`config.mk`:
```
export PLATFORM = sky130hd
export DESIGN_NAME = irq_route_regs
export DESIGN_NICKNAME = d
export VERILOG_FILES = /design/src/rtl/irq_route_regs.sv
export SDC_FILE = /design/constraint.sdc
export NUM_CORES = 2
export LEC_CHECK = 0
export CORE_ASPECT_RATIO = 0.7
export CORE_UTILIZATION = 30
export DETAILED_ROUTE_END_ITERATION = 8
export HOLD_SLACK_MARGIN = 0.08
export MAX_ROUTING_LAYER = met4
export PLACE_DENSITY_LB_ADDON = 0.2
export SYNTH_ARGS = -nofsm -noshare
export SYNTH_HDL_FRONTEND = slang
export SYNTH_SLANG_ARGS = --single-unit
```
`constraint.sdc`:
```
create_clock -name clk -period 4.3 [get_ports clk]
set_clock_uncertainty 0.15 [all_clocks]
set_input_delay 0.645 -clock clk [delete_from_list [all_inputs] [get_ports clk]]
set_output_delay 0.645 -clock clk [all_outputs]
set_load 0.005 [all_outputs]
```
`src/rtl/irq_route_regs.sv`:
```
module irq_route_regs #(
  parameter int NPINS = 24,
  parameter logic [7:0] VERSION = 8'h11,
  localparam int IW = $clog2(NPINS)
) (
  input  logic                 clk,
  input  logic                 rst_n,
  input  logic                 bus_wr,
  input  logic [7:0]           bus_off,
  input  logic [31:0]          bus_wdata,
  output logic [31:0]          bus_rdata,
  input  logic [NPINS-1:0]     rirr_set,
  input  logic [NPINS-1:0]     rirr_clr,
  input  logic [NPINS-1:0]     dstat_set,
  input  logic [NPINS-1:0]     dstat_clr,
  output logic [8*NPINS-1:0]   f_vector,
  output logic [3*NPINS-1:0]   f_dmode,
  output logic [NPINS-1:0]     f_dstmode,
  output logic [NPINS-1:0]     f_dstat,
  output logic [NPINS-1:0]     f_pol,
  output logic [NPINS-1:0]     f_rirr,
  output logic [NPINS-1:0]     f_trig,
  output logic [NPINS-1:0]     f_mask,
  output logic [8*NPINS-1:0]   f_dest,
  output logic                 mask_chg,
  output logic [IW-1:0]        mask_pin
);

  localparam logic [7:0] OFF_SEL = 8'h00;
  localparam logic [7:0] OFF_WIN = 8'h10;
  localparam logic [63:0] ENT_RST = 64'h0000_0000_0001_0000;
  localparam int B_DSTAT = 12;
  localparam int B_RIRR  = 14;
  localparam int B_TRIG  = 15;
  localparam int B_MASK  = 16;

  logic [7:0]  sel;
  logic [3:0]  id;
  logic [63:0] tbl [NPINS];
  logic [63:0] nxt [NPINS];
  logic [NPINS-1:0] hit;

  logic [7:0] sel_rel;
  logic [6:0] eidx;
  logic       ent_ok;
  logic       win_wr;
  logic [63:0] rd_ent;
  logic [31:0] win_rd;
  logic        mchg_d;

  assign sel_rel = sel - 8'h10;
  assign eidx    = sel_rel[7:1];
  assign ent_ok  = (sel >= 8'h10) && (eidx < 7'(NPINS));
  assign win_wr  = bus_wr && (bus_off == OFF_WIN);
  assign rd_ent  = ent_ok ? tbl[eidx[IW-1:0]] : '1;

  always_comb begin
    if (sel == 8'h00)
      win_rd = {8'h00, 8'(NPINS - 1), 8'h00, VERSION};
    else if (sel == 8'h01 || sel == 8'h02)
      win_rd = {4'h0, id, 24'h0};
    else
      win_rd = sel[0] ? rd_ent[63:32] : rd_ent[31:0];
  end

  always_comb begin
    case (bus_off)
      OFF_SEL: bus_rdata = {24'h0, sel};
      OFF_WIN: bus_rdata = win_rd;
      default: bus_rdata = 32'h0;
    endcase
  end

  always_comb begin
    mchg_d = 1'b0;
    for (int n = 0; n < NPINS; n++) begin
      hit[n] = win_wr && ent_ok && (eidx == 7'(n));
      nxt[n] = tbl[n];
      if (hit[n]) begin
        nxt[n] = sel[0] ? {bus_wdata, tbl[n][31:0]} : {tbl[n][63:32], bus_wdata};
        nxt[n][B_RIRR]  = tbl[n][B_RIRR];
        nxt[n][B_DSTAT] = tbl[n][B_DSTAT];
        if (nxt[n][B_MASK] != tbl[n][B_MASK]) mchg_d = 1'b1;
      end
      if (hit[n] && !nxt[n][B_TRIG]) nxt[n][B_RIRR] = 1'b0;
      else if (rirr_set[n])          nxt[n][B_RIRR] = 1'b1;
      else if (rirr_clr[n])          nxt[n][B_RIRR] = 1'b0;
      if (dstat_set[n])      nxt[n][B_DSTAT] = 1'b1;
      else if (dstat_clr[n]) nxt[n][B_DSTAT] = 1'b0;
    end
  end

  always_ff @(posedge clk or negedge rst_n) begin
    if (!rst_n) begin
      sel      <= 8'h00;
      id       <= 4'h0;
      mask_chg <= 1'b0;
      mask_pin <= '0;
      for (int n = 0; n < NPINS; n++) tbl[n] <= ENT_RST;
    end else begin
      if (bus_wr && bus_off == OFF_SEL) sel <= bus_wdata[7:0];
      if (win_wr && sel == 8'h01) id <= bus_wdata[27:24];
      mask_chg <= mchg_d;
      mask_pin <= eidx[IW-1:0];
      for (int n = 0; n < NPINS; n++) tbl[n] <= nxt[n];
    end
  end

  for (genvar g = 0; g < NPINS; g++) begin : g_fld
    assign f_vector[8*g +: 8] = tbl[g][7:0];
    assign f_dmode[3*g +: 3]  = tbl[g][10:8];
    assign f_dstmode[g]       = tbl[g][11];
    assign f_dstat[g]         = tbl[g][B_DSTAT];
    assign f_pol[g]           = tbl[g][13];
    assign f_rirr[g]          = tbl[g][B_RIRR];
    assign f_trig[g]          = tbl[g][B_TRIG];
    assign f_mask[g]          = tbl[g][B_MASK];
    assign f_dest[8*g +: 8]   = tbl[g][63:56];

    AST_EDGE_CLEARS_RIRR: assert property (@(posedge clk) disable iff (!rst_n)
      (win_wr && ent_ok && eidx == 7'(g)) |=> (f_trig[g] || !f_rirr[g]));
    AST_DSTAT_KEPT: assert property (@(posedge clk) disable iff (!rst_n)
      (win_wr && ent_ok && eidx == 7'(g) && !dstat_set[g] && !dstat_clr[g]) |=> $stable(f_dstat[g]));
    AST_MASK_PULSE_REAL: assert property (@(posedge clk) disable iff (!rst_n)
      (mask_chg && mask_pin == IW'(g)) |-> !$stable(f_mask[g]));
  end

  AST_SEL_LOAD: assert property (@(posedge clk) disable iff (!rst_n)
    (bus_wr && bus_off == OFF_SEL) |=> (sel == $past(bus_wdata[7:0])));
  AST_ID_ONLY_IDX1: assert property (@(posedge clk) disable iff (!rst_n)
    !(bus_wr && bus_off == OFF_WIN && sel == 8'h01) |=> $stable(id));
  AST_OTHER_OFF_NO_SEL: assert property (@(posedge clk) disable iff (!rst_n)
    (bus_wr && bus_off != OFF_SEL) |=> $stable(sel));

endmodule

```
==> impl_metrics.py <==
metrics = {
    "synth": {
        "synth-adder-area-share": 0.0003298,
        "syn_area_per_cell_um2": 14.67,
        "seq_area_frac_synth": 0.5129,
        "synth.distinct_cells": 58,
        "syn_inst": 5173,
        "synth_top_family_by_area": "multiplexers",
        "synth_edf_count": 0,
        "syn_area_um2": 75880,
        "yosys.area_share.simple": 0.02516,
        "syn-num-nets": 5314,
        "synth_mux_area_frac": 0.3576,
        "async_flop_share": 1.000,
        "synth_xor_area_frac": 0.0006926,
        "synth_compound_area_frac": 0.01558,
        "ys_ff_latch": 1554,
        "yosys_warnings": 0,
        "synth_flop_cell": "dfrtp_1",
    },
    "critical_path": {
        "path_max_fanout": 6,
        "worstSetupPathType": "flop to output pin",
        "rr_startpoint": "sel[4]",
        "r2r_end": "f_rirr[22]",
        "r2r_slack_ps": 290,
        "worstPathArrival_ps": 3810,
        "crit_slowest_cell": "mux4_2",
        "worst_setup_path_end_kind": "output pin",
        "rr_worst_depth": 9,
        "critical_path.top_delay_family": "multiplexers",
        "crit_buf_inv": 5,
        "critical_path.max_stage_delay_ps": 590,
        "crit_chain": "buf_12, buf_16, buf_4, buf_12, mux4_2, mux4_2, nor2_2, or3_4, a31oi_4, buf_2",
        "startpoint_type": "flop",
        "required_ps": 3500,
    },
    "sta": {
        "period_share": 1.070,
        "setup_viol": 32,
        "rsz0062_at_grt": "true",
        "fin_crit_ps": 4602,
        "finalHoldViolCount": 0,
        "timing.fmax_mhz": 217.3,
        "finalMaxSlewViolations": 0,
        "max_slew_margin": 0.2238,
        "finalWorstSetupSlack_ps": -302.1,
        "tightest_slew_ps": 1164,
    },
    "hold_path": {
        "hp-start": "dstat_set[21]",
        "hold_path.class": "primary input to flop",
        "whs_endpoint": "f_dstat[21]",
        "min_path_cells": 2,
    },
    "floorplanning": {
        "die_w_um": 603.1,
        "io_pins": 777,
        "die_y_um": 422.8,
        "core_area_um2": 251500,
        "fp-row-count": 154,
        "die_area_um2": 255000,
        "start_util": 0.3017,
    },
    "power_and_ir_drop": {
        "seq_power_share": 0.456,
        "p_comb_frac": 0.061,
        "leakage_nw": 42.23,
        "power_density_nw_per_um2": 345.7,
        "p_int_mw": 24.45,
        "p_switching_mw": 7.806,
        "swShare": 0.2420,
        "vdd_drop_max_mv": 0.2611,
        "pwr-share-clk": 0.483,
    },
    "placed_design": {
        "dp_cells": 8543,
        "place.gp.congestion": 0.8346,
        "place_hpwl_um": 190900,
        "dpl_cell_area_um2": 84800,
        "place.port_buffers": 776,
    },
    "detailed_routing": {
        "wl_um": 285900,
        "drtIter0Drc": 3702,
        "drc": 0,
        "via_per_inst": 5.123,
        "drtPass1Iterations": 5,
        "antenna_left": 0,
        "vias": 46110,
        "wl_per_cell_um": 31.77,
    },
    "cts": {
        "cts_tree": "done",
        "root_buffer": "clkbuf_16",
        "cts_buffer_depth": 4,
        "clk_latency_ps": 860,
        "cts.sinks": 1554,
        "numCtsBuffers": 177,
        "cts_max_level": 4,
        "cts.clk_slew.worst_paths_ps": 70,
    },
    "cells_and_area": {
        "final_nets": 5645,
        "syn2layout_area_growth_pct": 22.96,
        "design_area_um2": 93300,
        "fin_cells": 8999,
        "drive_gt1_frac": 0.5085,
    },
    "global_routing": {
        "antenna_found_initial": 25,
        "grt_pass1_wl_um": 399000,
        "grt_pass1_vias": 47600,
        "grt_usage": 0.2284,
        "grt_max_degree": 114,
        "overflow": 0,
    },
    "flow_run": {
        "drv_cap": 0,
    },
    "outcome": {
        "outcome": "complete, but fails checks",
        "violations": "negative setup slack",
    },
}
## layer usage
layer / routed length (um) / part of all wire / GRT usage
met1: 127500 / 0.45 / 0.3093
met2: 133000 / 0.47 / 0.3479
met3: 17760 / 0.062 / 0.04960
met5: 0 / 0 / -
met4: 7707 / 0.027 / 0.05619
## power by group through the flow
| stage | logic (mW) | registers, mW | clock network, mW |
|---|---|---|---|
| floorplan | 0.703 | 15.0 | 0 |
| global placement | 1.73 | 15.0 | 0 |
| detailed placement | 1.74 | 15.0 | 0 |
| CTS | 1.96 | 14.7 | 16.0 |
| global route | 2.10 | 14.7 | 16.6 |
| finish | 1.96 | 14.7 | 15.6 |
## Yosys cell counts, types with 2 or more instances
library cell / instances / area, um^2
buf_4: 624 / 4684
a41oi_1: 2 / 17.52
xnor2_1: 5 / 43.79
clkbuf_1: 230 / 863.3
a21o_1: 27 / 202.7
buf_1: 41 / 153.9
mux2_1: 24 / 270.3
a31oi_1: 28 / 175.2
nor3_1: 3 / 15.01
a211oi_1: 2 / 15.01
nand4_1: 9 / 56.30
nor4_2: 2 / 25.02
o211ai_1: 2 / 15.01
buf_2: 161 / 805.8
o32a_1: 18 / 180.2
mux2i_1: 6 / 60.06
dfrtp_1: 1530 / 38290
inv_1: 37 / 138.9
or2_2: 4 / 25.02
nor3b_1: 2 / 15.01
mux4_2: 477 / 10740
or3_1: 24 / 150.1
ha_1: 2 / 25.02
nor2_2: 14 / 87.58
and2_1: 3 / 18.77
and3_1: 6 / 37.54
o21ai_0: 42 / 210.2
nand2b_1: 4 / 25.02
o221ai_1: 3 / 26.28
nand2_1: 191 / 716.9
mux2_2: 1426 / 16060
a21oi_1: 20 / 100.1
nand4b_1: 2 / 17.52
a2111oi_4: 2 / 55.05
nor2_1: 79 / 296.5
nor2b_1: 26 / 162.7
dfstp_2: 24 / 630.6
o22a_1: 3 / 26.28
a2111oi_0: 3 / 26.28
o31ai_1: 5 / 37.54
nand3_1: 43 / 215.2
## through the flow
stage / total power [mW] / setup WS, ps / hold WS, ps / setup TNS [ps] / utilization
detailed placement: 16.72 / -283.4 / 304.8 / -453.8 / 0.3372
CTS: 32.67 / -377.9 / 104.5 / -8500 / 0.3688
finish: 32.26 / -302.1 / 183.7 / -5622 / 0.3710
global route: 33.42 / -370.5 / 142.9 / -8816 / 0.3710
global placement: 16.72 / -323.3 / 296.4 / -589.6 / 0.3372
floorplan: 15.65 / 1057 / 198.7 / 0 / -
## cell usage in the layout (no fill, tap or decap), types with 27 or more instances in the layout
master / Yosys / routed
nor2_4: 0 / 37
mux4_2: 477 / 477
buf_4: 624 / 252
nor2_1: 79 / 41
clkbuf_1: 230 / 33
nand2_1: 191 / 149
buf_6: 1 / 35
inv_1: 37 / 35
nand3_1: 43 / 35
mux2_2: 1426 / 1426
o21ai_0: 42 / 29
clkbuf_8: 0 / 43
clkdlybuf4s50_1: 0 / 720
a21o_1: 27 / 27
buf_2: 161 / 47
buf_12: 0 / 103
dfrtp_1: 1530 / 1525
clkinv_2: 0 / 29
nand2_2: 0 / 31
clkbuf_16: 0 / 181
## worst max path at each step
stage               cells after the start             to  slack, ps  startpoint
floorplan                               8  bus_rdata[24]       1060      sel[2]
global placement                       11   bus_rdata[8]       -320  bus_off[2]
detailed placement                      9   bus_rdata[8]       -280      sel[1]
CTS                                    10  bus_rdata[14]       -380      sel[1]
global route                           10  bus_rdata[29]       -370      sel[1]
finish                                 10  bus_rdata[28]       -300      sel[1]
## repair_timing
item | 4_1_cts | 5_1_grt
setup buffers | 78 | 53
resized for setup | 326 | 82
hold endpoints to repair | 69 | 0
hold buffers | 4 | 0
cloned | 16 | 1
endpoints found under the setup margin | 32 | 32
pin swaps | 58 | 64
## layout make-up
cell class / instances / area [um^2]
Timing Repair Buffer: 1209 / 12920
Antenna cell: 13 / 32.53
Inverter: 37 / 138.9
Clock inverter: 51 / 589.3
Sequential cell: 1554 / 38940
Fill cell: 23660 / 158200
Tap cell: 3354 / 4197
Multi-Input combinational cell: 2525 / 31270
Clock buffer: 256 / 5220
## flip-flops by register name (all words and copies together), names as in the netlist, 5 cells and up
name       count
f_dstmode     24
tbl          936
f_rirr        24
f_dmode       72
f_mask        24
f_dest       192
sel            8
f_vector     192
mask_pin       5
f_trig        24
f_dstat       24
f_pol         24
## cells by family (layout without fill, tap and decap cells)
family | Yosys count | after routing
other | 0 | 13
xor gates and xnor gates | 6 | 6
DFF | 1554 | 1554
and+or+nand+nor | 417 | 417
buffers and inverters | 1094 | 1553
muxes | 1933 | 1933
AOI/OAI and AO/OA | 167 | 167
adders and majority gates | 2 | 2
Note: power is estimated with default switching activity, not from simulation.
